<file path="config.mk">
export PLATFORM = sky130hd
export DESIGN_NAME = uproc_mem_seq
export DESIGN_NICKNAME = d
export VERILOG_FILES = /design/src/rtl/uproc_seq_pkg.sv /design/src/rtl/uproc_seq_timer.sv /design/src/rtl/uproc_seq_evcnt.sv /design/src/rtl/uproc_mem_seq.sv
export SDC_FILE = /design/constraint.sdc
export NUM_CORES = 1
export LEC_CHECK = 0
export BUFFER_PORTS_ARGS = -buffer_cell sky130_fd_sc_hd__buf_4
export CORE_UTILIZATION = 51
export CTS_CLUSTER_DIAMETER = 150
export CTS_CLUSTER_SIZE = 20
export DETAILED_ROUTE_END_ITERATION = 16
export HOLD_SLACK_MARGIN = 0.06
export PLACE_DENSITY = 0.81
export SLEW_MARGIN = 40
export SYNTH_ARGS = -nofsm -noshare
export SYNTH_HDL_FRONTEND = slang
export SYNTH_SLANG_ARGS = --single-unit
</file>
<file path="constraint.sdc">
create_clock -name clk -period 4.8 [get_ports clk]
set_clock_uncertainty 0.1 [all_clocks]
set_input_delay 0.24 -clock clk [delete_from_list [all_inputs] [get_ports clk]]
set_output_delay 0.24 -clock clk [all_outputs]
set_load 0.02 [all_outputs]
</file>
<file path="src/rtl/uproc_seq_pkg.sv">
`timescale 1ns/1ps
// Shared types for the memory-access sequencer.
// Assumes: state codes are visible at the top port and must stay fixed.
package uproc_seq_pkg;

    typedef enum logic [2:0] {
        ST_IDLE   = 3'd0,
        ST_RUN    = 3'd1,
        ST_IRETRY = 3'd2,
        ST_IWAIT  = 3'd3,
        ST_DRETRY = 3'd4,
        ST_DWAIT  = 3'd5,
        ST_SWOUT  = 3'd6
    } seq_st_e;

    // Data access size code: 0,1,2,3 -> 1,2,4,8 bytes
    typedef logic [1:0] acc_size_t;

endpackage

</file>
<file path="src/rtl/uproc_seq_timer.sv">
`timescale 1ns/1ps
// Start-delay timer: after a load, fires once when the loaded count has run out.
// Assumes: load and cancel are never high together; fire is combinational.
module uproc_seq_timer #(
    parameter int DLY_W = 8
) (
    input  logic             clk,
    input  logic             rst_n,
    input  logic             load,
    input  logic [DLY_W-1:0] dly,
    input  logic             cancel,
    output logic             fire
);

    logic             armed;
    logic [DLY_W-1:0] cnt;

    assign fire = armed && (cnt == '0);

    // Count the remaining delay down and disarm after firing
    always_ff @(posedge clk) begin
        if (!rst_n) begin
            armed <= 1'b0;
            cnt   <= '0;
        end else if (load) begin
            armed <= 1'b1;
            cnt   <= dly;
        end else if (cancel || fire) begin
            armed <= 1'b0;
        end else if (armed) begin
            cnt <= cnt - 1'b1;
        end
    end

endmodule

</file>
<file path="src/rtl/uproc_seq_evcnt.sv">
`timescale 1ns/1ps
// Event counter: adds one per cycle in which inc is high.
// Assumes: width is large enough that wrap is acceptable.
module uproc_seq_evcnt #(
    parameter int W = 16
) (
    input  logic         clk,
    input  logic         rst_n,
    input  logic         inc,
    output logic [W-1:0] count
);

    // Accumulate events
    always_ff @(posedge clk) begin
        if (!rst_n)   count <= '0;
        else if (inc) count <= count + 1'b1;
    end

endmodule

</file>
<file path="src/rtl/uproc_mem_seq.sv">
`timescale 1ns/1ps
// Memory-access sequencer of a single-issue, non-pipelined core.
// Steps each instruction through fetch, optional data access and completion,
// with accept/retry/response handshakes on an instruction and a data port.
// Assumes: a port samples accept in the cycle request-valid is high; a request
// presented in a wait state is a replay that the port must take.
module uproc_mem_seq
    import uproc_seq_pkg::*;
#(
    parameter int          AW         = 32,
    parameter int          DLY_W      = 8,
    parameter int          CNT_W      = 16,
    parameter int          INSN_BYTES = 4,
    parameter int          PC_STEP    = 4,
    parameter logic [31:0] RESET_PC   = 32'h0000_1000,
    localparam int         SZ_W       = $clog2(INSN_BYTES + 1)
) (
    input  logic             clk,
    input  logic             rst_n,
    input  logic             act_req,
    input  logic [DLY_W-1:0] act_delay,
    input  logic             swout_req,
    output logic             swout_ack,
    output logic             irq_chk,
    output logic             pc_adv,
    output logic [AW-1:0]    pc,
    output logic [2:0]       seq_state,
    output logic             proto_err,
    output logic             if_req_valid,
    output logic [AW-1:0]    if_req_addr,
    output logic [SZ_W-1:0]  if_req_size,
    input  logic             if_req_accept,
    input  logic             if_retry,
    input  logic             if_resp,
    input  logic             ins_is_mem,
    input  logic             ls_we,
    input  logic [AW-1:0]    ls_addr,
    input  logic [1:0]       ls_size,
    input  logic             ls_uncached,
    output logic             d_req_valid,
    output logic             d_req_we,
    output logic [AW-1:0]    d_req_addr,
    output logic [1:0]       d_req_size,
    input  logic             d_req_accept,
    input  logic             d_retry,
    input  logic             d_resp,
    input  logic             d_resp_ok,
    output logic [CNT_W-1:0] unc_rd_cnt,
    output logic [CNT_W-1:0] unc_wr_cnt
);

    localparam logic [AW-1:0] PC_INIT = AW'(RESET_PC);
    localparam logic [AW-1:0] PC_INC  = AW'(PC_STEP);

    seq_st_e    st;
    logic       held_i, held_d;
    logic       if_vld, d_vld, irq_q, adv_q, ack_q, err_q;
    logic       d_we_q;
    logic [AW-1:0] d_addr_q, pc_q;
    acc_size_t  d_size_q;
    logic       tmr_fire, tmr_load, tmr_cancel;
    logic       swout_run, mem_capture, err_ev;

    assign tmr_load    = act_req && (st == ST_IDLE);
    assign swout_run   = swout_req && (st == ST_RUN);
    assign tmr_cancel  = swout_run;
    assign mem_capture = if_resp && (st == ST_IWAIT) && ins_is_mem;

    // Classify events that break the handshake rules
    always_comb begin
        err_ev = 1'b0;
        if (if_retry && !(st == ST_IRETRY && held_i)) err_ev = 1'b1;
        if (d_retry  && !(st == ST_DRETRY && held_d)) err_ev = 1'b1;
        if (if_resp  && (st != ST_IWAIT))             err_ev = 1'b1;
        if (d_resp   && ((st != ST_DWAIT) || !d_resp_ok)) err_ev = 1'b1;
        if (act_req  && (st != ST_IDLE))              err_ev = 1'b1;
    end

    uproc_seq_timer #(.DLY_W(DLY_W)) start_tmr_i (
        .clk(clk), .rst_n(rst_n), .load(tmr_load), .dly(act_delay),
        .cancel(tmr_cancel), .fire(tmr_fire)
    );

    uproc_seq_evcnt #(.W(CNT_W)) unc_rd_i (
        .clk(clk), .rst_n(rst_n), .inc(mem_capture && ls_uncached && !ls_we),
        .count(unc_rd_cnt)
    );

    uproc_seq_evcnt #(.W(CNT_W)) unc_wr_i (
        .clk(clk), .rst_n(rst_n), .inc(mem_capture && ls_uncached && ls_we),
        .count(unc_wr_cnt)
    );

    // Main sequencing: state, held requests, pulses, PC and descriptor
    always_ff @(posedge clk) begin
        if (!rst_n) begin
            st       <= ST_IDLE;
            held_i   <= 1'b0;
            held_d   <= 1'b0;
            if_vld   <= 1'b0;
            d_vld    <= 1'b0;
            irq_q    <= 1'b0;
            adv_q    <= 1'b0;
            ack_q    <= 1'b0;
            err_q    <= 1'b0;
            pc_q     <= PC_INIT;
            d_we_q   <= 1'b0;
            d_addr_q <= '0;
            d_size_q <= '0;
        end else begin
            irq_q  <= 1'b0;
            adv_q  <= 1'b0;
            if_vld <= 1'b0;
            d_vld  <= 1'b0;
            ack_q  <= swout_req;
            err_q  <= err_q || err_ev;
            if (st == ST_RUN && tmr_fire) irq_q  <= 1'b1;
            if (st == ST_RUN && irq_q)    if_vld <= 1'b1;
            unique case (st)
                ST_IDLE: begin
                    if (act_req) st <= ST_RUN;
                end
                ST_RUN: begin
                    if (if_vld) begin
                        st     <= if_req_accept ? ST_IWAIT : ST_IRETRY;
                        held_i <= !if_req_accept;
                    end else if (d_vld) begin
                        st     <= d_req_accept ? ST_DWAIT : ST_DRETRY;
                        held_d <= !d_req_accept;
                    end
                end
                ST_IRETRY: begin
                    if (if_retry && held_i) begin
                        st     <= ST_IWAIT;
                        held_i <= 1'b0;
                        if_vld <= 1'b1;
                    end
                end
                ST_IWAIT: begin
                    if (if_resp) begin
                        st <= ST_RUN;
                        if (ins_is_mem) begin
                            d_vld    <= 1'b1;
                            d_we_q   <= ls_we;
                            d_addr_q <= ls_addr;
                            d_size_q <= ls_size;
                        end else begin
                            pc_q  <= pc_q + PC_INC;
                            adv_q <= 1'b1;
                            irq_q <= 1'b1;
                        end
                    end
                end
                ST_DRETRY: begin
                    if (d_retry && held_d) begin
                        st     <= ST_DWAIT;
                        held_d <= 1'b0;
                        d_vld  <= 1'b1;
                    end
                end
                ST_DWAIT: begin
                    if (d_resp && d_resp_ok) begin
                        st    <= ST_RUN;
                        pc_q  <= pc_q + PC_INC;
                        adv_q <= 1'b1;
                        irq_q <= 1'b1;
                    end
                end
                default: ;
            endcase
            if (swout_run) begin
                st     <= ST_SWOUT;
                irq_q  <= 1'b0;
                if_vld <= 1'b0;
                d_vld  <= 1'b0;
            end
        end
    end

    assign seq_state    = st;
    assign proto_err    = err_q;
    assign swout_ack    = ack_q;
    assign irq_chk      = irq_q;
    assign pc_adv       = adv_q;
    assign pc           = pc_q;
    assign if_req_valid = if_vld;
    assign if_req_addr  = pc_q;
    assign if_req_size  = SZ_W'(INSN_BYTES);
    assign d_req_valid  = d_vld;
    assign d_req_we     = d_we_q;
    assign d_req_addr   = d_addr_q;
    assign d_req_size   = d_size_q;

    // only the seven defined state codes occur
    p_state_legal_r1: assert property (@(posedge clk) disable iff (!rst_n)
        seq_state != 3'd7);

    // an interrupt check is followed by a fetch request
    p_fetch_after_check_r3: assert property (@(posedge clk) disable iff (!rst_n)
        (irq_chk && !swout_req) |=> if_req_valid);

    // a retry in IfetchRetry lands in IfetchWait with a replay
    p_retry_replays_r5: assert property (@(posedge clk) disable iff (!rst_n)
        (seq_state == 3'd2 && if_retry) |=> (seq_state == 3'd3 && if_req_valid));

    // the PC changes only together with the completion pulse
    p_pc_moves_on_adv_r6: assert property (@(posedge clk) disable iff (!rst_n)
        !$stable(pc) |-> pc_adv);

    // never requests on both ports at once
    p_one_port_r7: assert property (@(posedge clk) disable iff (!rst_n)
        $onehot0({if_req_valid, d_req_valid}));

    // acknowledge only follows a switch-out command
    p_ack_after_req_r10: assert property (@(posedge clk) disable iff (!rst_n)
        swout_ack |-> $past(swout_req));

    // the error flag never clears on its own
    p_err_sticky_r11: assert property (@(posedge clk) disable iff (!rst_n)
        proto_err |=> proto_err);

endmodule

</file>
==> PnR_summary.wiki <==
{| class="wikitable"
! Metric !! Value
|-
| Count of final hold-check violations || 0
|-
| Share of cell area taken by muxes after synthesis || 1.23%
|-
| Root buf cell || sky130_fd_sc_hd__clkbuf_8
|-
| Int Power || 2.15 mW
|-
| Via density || 5.75
|-
| Width of the die || 108 um
|-
| Number of antenna-violating nets in the routed design || 0
|-
| Initial antenna violation count || 0
|-
| Final antenna diode count || 0
|-
| Main combinational cell family by area after synthesis || simple AND/OR/NAND/NOR gates
|-
| Slew margin rel. || 48.6%
|-
| Peak VDD IR || 346 uV
|-
| Depth of the worst register-to-register path || 4
|-
| Number of storage elements in the synthesis netlist || 117
|-
| Post-Route WL || 16900 um
|-
| Clock buffers created by TritonCTS || 17
|-
| Data arrival at the endpoint of the critical path || 3280 ps
|-
| Grt met2 use || 49.9%
|-
| Worst Hold Path Cells || 4
|-
| Top-level port count || 199
|-
| Met1 capacity usage during global routing || 33.4%
|-
| Post-CTS resize count || 0
|-
| Hold Startpoint || act_req
|-
| Fraction of layout cells with a size suffix above 1 || 26.0%
|-
| Die boundary height || 108 um
|-
| Critical Path RT || 5150 ps
|-
| Fraction of synthesis flops using an asynchronous set or reset pin || 0%
|-
| 1st-pass router iterations || 5
|-
| Final period util || 61.0%
|-
| Worst Max-Slew Pin Slew || 770 ps
|-
| Most used DFF post-synth || sky130_fd_sc_hd__dfxtp_1
|-
| Maximum clock insertion buffer count || 2
|-
| Worst min-delay path class || input pin to flop
|-
| Number of distinct library cells after synthesis || 59
|-
| FF-to-FF Start || seq_state[1]
|-
| Floorplan die area || 11600 sq um
|-
| Finish-stage setup viols || 0
|-
| Fraction of the yosys area taken by sequential cells || 41.2%
|-
| Synth Instances || 701
|-
| CTS H-tree lvls || 4
|-
| Clock share of power || 43.9%
|-
| Crit end category || flop
|-
| First-pass GRT wire length || 26600 um
|-
| Highest attainable clock frequency || 342 MHz
|-
| Worst setup path category || flop to flop
|-
| Minimum period implied by the final worst setup slack || 2930 ps
|-
| Gr usage total || 29.1%
|-
| CP startpoint kind || flop
|-
| Worst-Skew Late Latency || 530 ps
|-
| Clock transition time at the flip-flop clock pins of the worst setup and hold paths || 50 ps
|-
| Most used routing layer in global routing || met2
|-
| Post-detailed-route wirelength per cell || 16.0 um
|-
| Remaining DRCs || 0
|-
| Nets || 960
|-
| Relative contribution of sequential cells to total power || 37.7%
|-
| CP Max Fanout || 24
|-
| FF+latch area || 2340 sq um
|-
| Via count || 6046
|-
| Initial drt markers || 361
|-
| Accumulated negative setup slack || 0 ps
|-
| Area grow syn2layout || 42.3%
|-
| Adder-cell area share of the yosys netlist || 1.10%
|-
| DP Wirelength || 10500 um
|-
| Net Sw Frac || 27.9%
|-
| Count of final max-slew check failures || 0
|-
| Synthesized-area fraction occupied by xor and xnor cells || 2.15%
|-
| Reg-to-reg setup timing slack || 1870 ps
|-
| Endpoint of the worst register-to-register path || if_req_addr[20]
|-
| Global route overflow || 0
|-
| Post-synth EDFFs || 0
|-
| RSZ-0062 raised after global routing || false
|-
| Area post-placement || 6900 sq um
|-
| YS warnings || 0
|-
| Fraction of the mapped netlist area in compound gates || 17.7%
|-
| TritonCTS clock tree || yes
|-
| Initial Utilization || 52.5%
|-
| Avg Cell Area, Syn || 8.12 sq um
|-
| Fin area || 8100 sq um
|-
| Most common cell after layout, fill and taps aside || sky130_fd_sc_hd__buf_4
|-
| IO buf count || 191
|-
| Cell area power density || 367 nW/um^2
|-
| Simple-gate share of the synthesized area || 27.3%
|-
| Total standard cell area after synthesis || 5690 sq um
|-
| Total of fill cells in the finished design || 763
|-
| Final weighted congestion in routability-driven placement || 0.852
|-
| Leakage power summed over all cells || 3.16 nW
|-
| Clock sink count || 117
|-
| Largest net degree at the start of global routing || 55
|-
| Global routing usage on met3 || 8.84%
|-
| Combined area of the multi-input logic cells || 2850 sq um
|-
| Status || completed
|-
| Num rows || 38
|-
| Most used cells in the layout excluding fill and tap cells || sky130_fd_sc_hd__buf_4 (194), sky130_fd_sc_hd__dfxtp_1 (117), sky130_fd_sc_hd__nand2_1 (106)
|-
| Max cap viols || 0
|-
| Worst hold endpoint || start_tmr_i.cnt[1]
|-
| Combinational cell fraction of total power || 18.4%
|-
| Via count of the first global-routing pass || 5588
|-
| Standard cell core area || 10800 sq um
|-
| Reported net switching power || 829 uW
|}
==> final cells by class <==
cell class                 count  share of cell area (%)
multi-input combinational    491                    35.2
clock buffer                  22                    5.59
inverter                      19                   0.912
timing repair buffer         253                    25.3
clock inverter                10                    1.89
sequential                   117                    28.9
tap                          140                    2.16
==> cells in the mapped netlist, types with 2 or more instances <==
master                       n  area, sq um
sky130_fd_sc_hd__clkbuf_1   33          124
sky130_fd_sc_hd__o21ai_0    28          140
sky130_fd_sc_hd__nand4b_1    3         26.3
sky130_fd_sc_hd__a211oi_1    2         15.0
sky130_fd_sc_hd__nand4_1    19          119
sky130_fd_sc_hd__nand3_1    31          155
sky130_fd_sc_hd__buf_4      37          278
sky130_fd_sc_hd__o211ai_1    2         15.0
sky130_fd_sc_hd__and3_1      3         18.8
sky130_fd_sc_hd__a21oi_1    83          415
sky130_fd_sc_hd__ha_1        5         62.6
sky130_fd_sc_hd__nand3b_1    2         15.0
sky130_fd_sc_hd__and4_1      9         78.8
sky130_fd_sc_hd__a21o_1      2         15.0
sky130_fd_sc_hd__or3_1      23          144
sky130_fd_sc_hd__o22a_1      2         17.5
sky130_fd_sc_hd__nor4b_1     3         26.3
sky130_fd_sc_hd__buf_2       8         40.0
sky130_fd_sc_hd__conb_1      2         7.51
sky130_fd_sc_hd__xnor2_1     8         70.1
sky130_fd_sc_hd__nand2_1   107          402
sky130_fd_sc_hd__xor2_1      6         52.6
sky130_fd_sc_hd__nand2b_1   12         75.1
sky130_fd_sc_hd__o311ai_0    4         35.0
sky130_fd_sc_hd__nor2_1     23         86.3
sky130_fd_sc_hd__nor3b_1     2         15.0
sky130_fd_sc_hd__and2_1      3         18.8
sky130_fd_sc_hd__or4_1      23          173
sky130_fd_sc_hd__o41ai_1     4         35.0
sky130_fd_sc_hd__dfxtp_1   117         2340
sky130_fd_sc_hd__inv_1      19         71.3
sky130_fd_sc_hd__nor4_1      9         56.3
sky130_fd_sc_hd__nor3_1      4         20.0
sky130_fd_sc_hd__a31oi_1     8         50.1
sky130_fd_sc_hd__o31ai_1    21          158
sky130_fd_sc_hd__or2_2       4         25.0
sky130_fd_sc_hd__mux2i_1     7         70.1
sky130_fd_sc_hd__a32oi_1     2         17.5
==> worst max-delay path, stage by stage, from the launching register on <==
cell,delay (ps)
sky130_fd_sc_hd__dfxtp_1,790
sky130_fd_sc_hd__nand4b_2,490
sky130_fd_sc_hd__o32a_1,740
sky130_fd_sc_hd__or4_1,560
sky130_fd_sc_hd__a21oi_1,160
==> metal layers <==
layer,part of all wire (%),wire [um]
met3,6.5,1090
met4,2.8,465
met2,50,8430
met1,41,6880
met5,0,0
==> per-stage QoR <==
step	hold slack (ps)	util, %	worst slack [ps]	instances	power, mW
floorplan	262	-	2800	706	1.47
detailed placement	347	63.7	1900	961	1.61
finish	183	74.7	1870	1052	2.98
global route	209	74.7	1670	1052	3.09
global placement	343	63.6	1980	961	1.58
CTS	137	74.7	1880	1052	2.97
==> sequential cells by signal (all words and copies together) (netlist names), 2 cells and up <==
register         count
d_req_addr          32
start_tmr_i.cnt      8
if_req_addr         30
unc_wr_i.count      16
unc_rd_i.count      16
seq_state            3
d_req_size           2
==> power by group through the flow <==
stage	Sequential, mW	Combinational (mW)	Clock (mW)
2_1_floorplan	1.11	0.361	0
3_3_place_gp	1.13	0.456	0
3_5_place_dp	1.14	0.476	0
4_1_cts	1.12	0.535	1.32
5_1_grt	1.13	0.597	1.36
6_report	1.12	0.547	1.31
==> repair_timing <==
action / in CTS / in global routing
buffers inserted: 0 / 0
endpoints found under the setup margin: 0 / 0
endpoints found under the hold margin: 64 / 0
hold buffers: 59 / 0
==> worst max-delay path by stage <==
stage,start,endpoint,slack (ps),cells after the start
final,seq_state[1],if_req_addr[20],1870,4
after CTS,seq_state[1],if_req_addr[20],1880,4
after floorplan,seq_state[1],unc_wr_i.count[9],2800,5
after global routing,seq_state[1],if_req_addr[20],1670,4
after detailed placement,seq_state[1],if_req_addr[20],1900,4
after global placement,seq_state[1],d_req_addr[1],1980,5
==> cell families after synthesis <==
kind of cell,count (synthesis)
flip-flops,117
other,2
XOR/XNOR,14
multiplexers,7
AO/OA/AOI/OAI,168
adder cells (fa/ha/maj),5
AND/OR/NAND/NOR,290
buffers and inverters,98
Power figures use the tool's default switching activity.
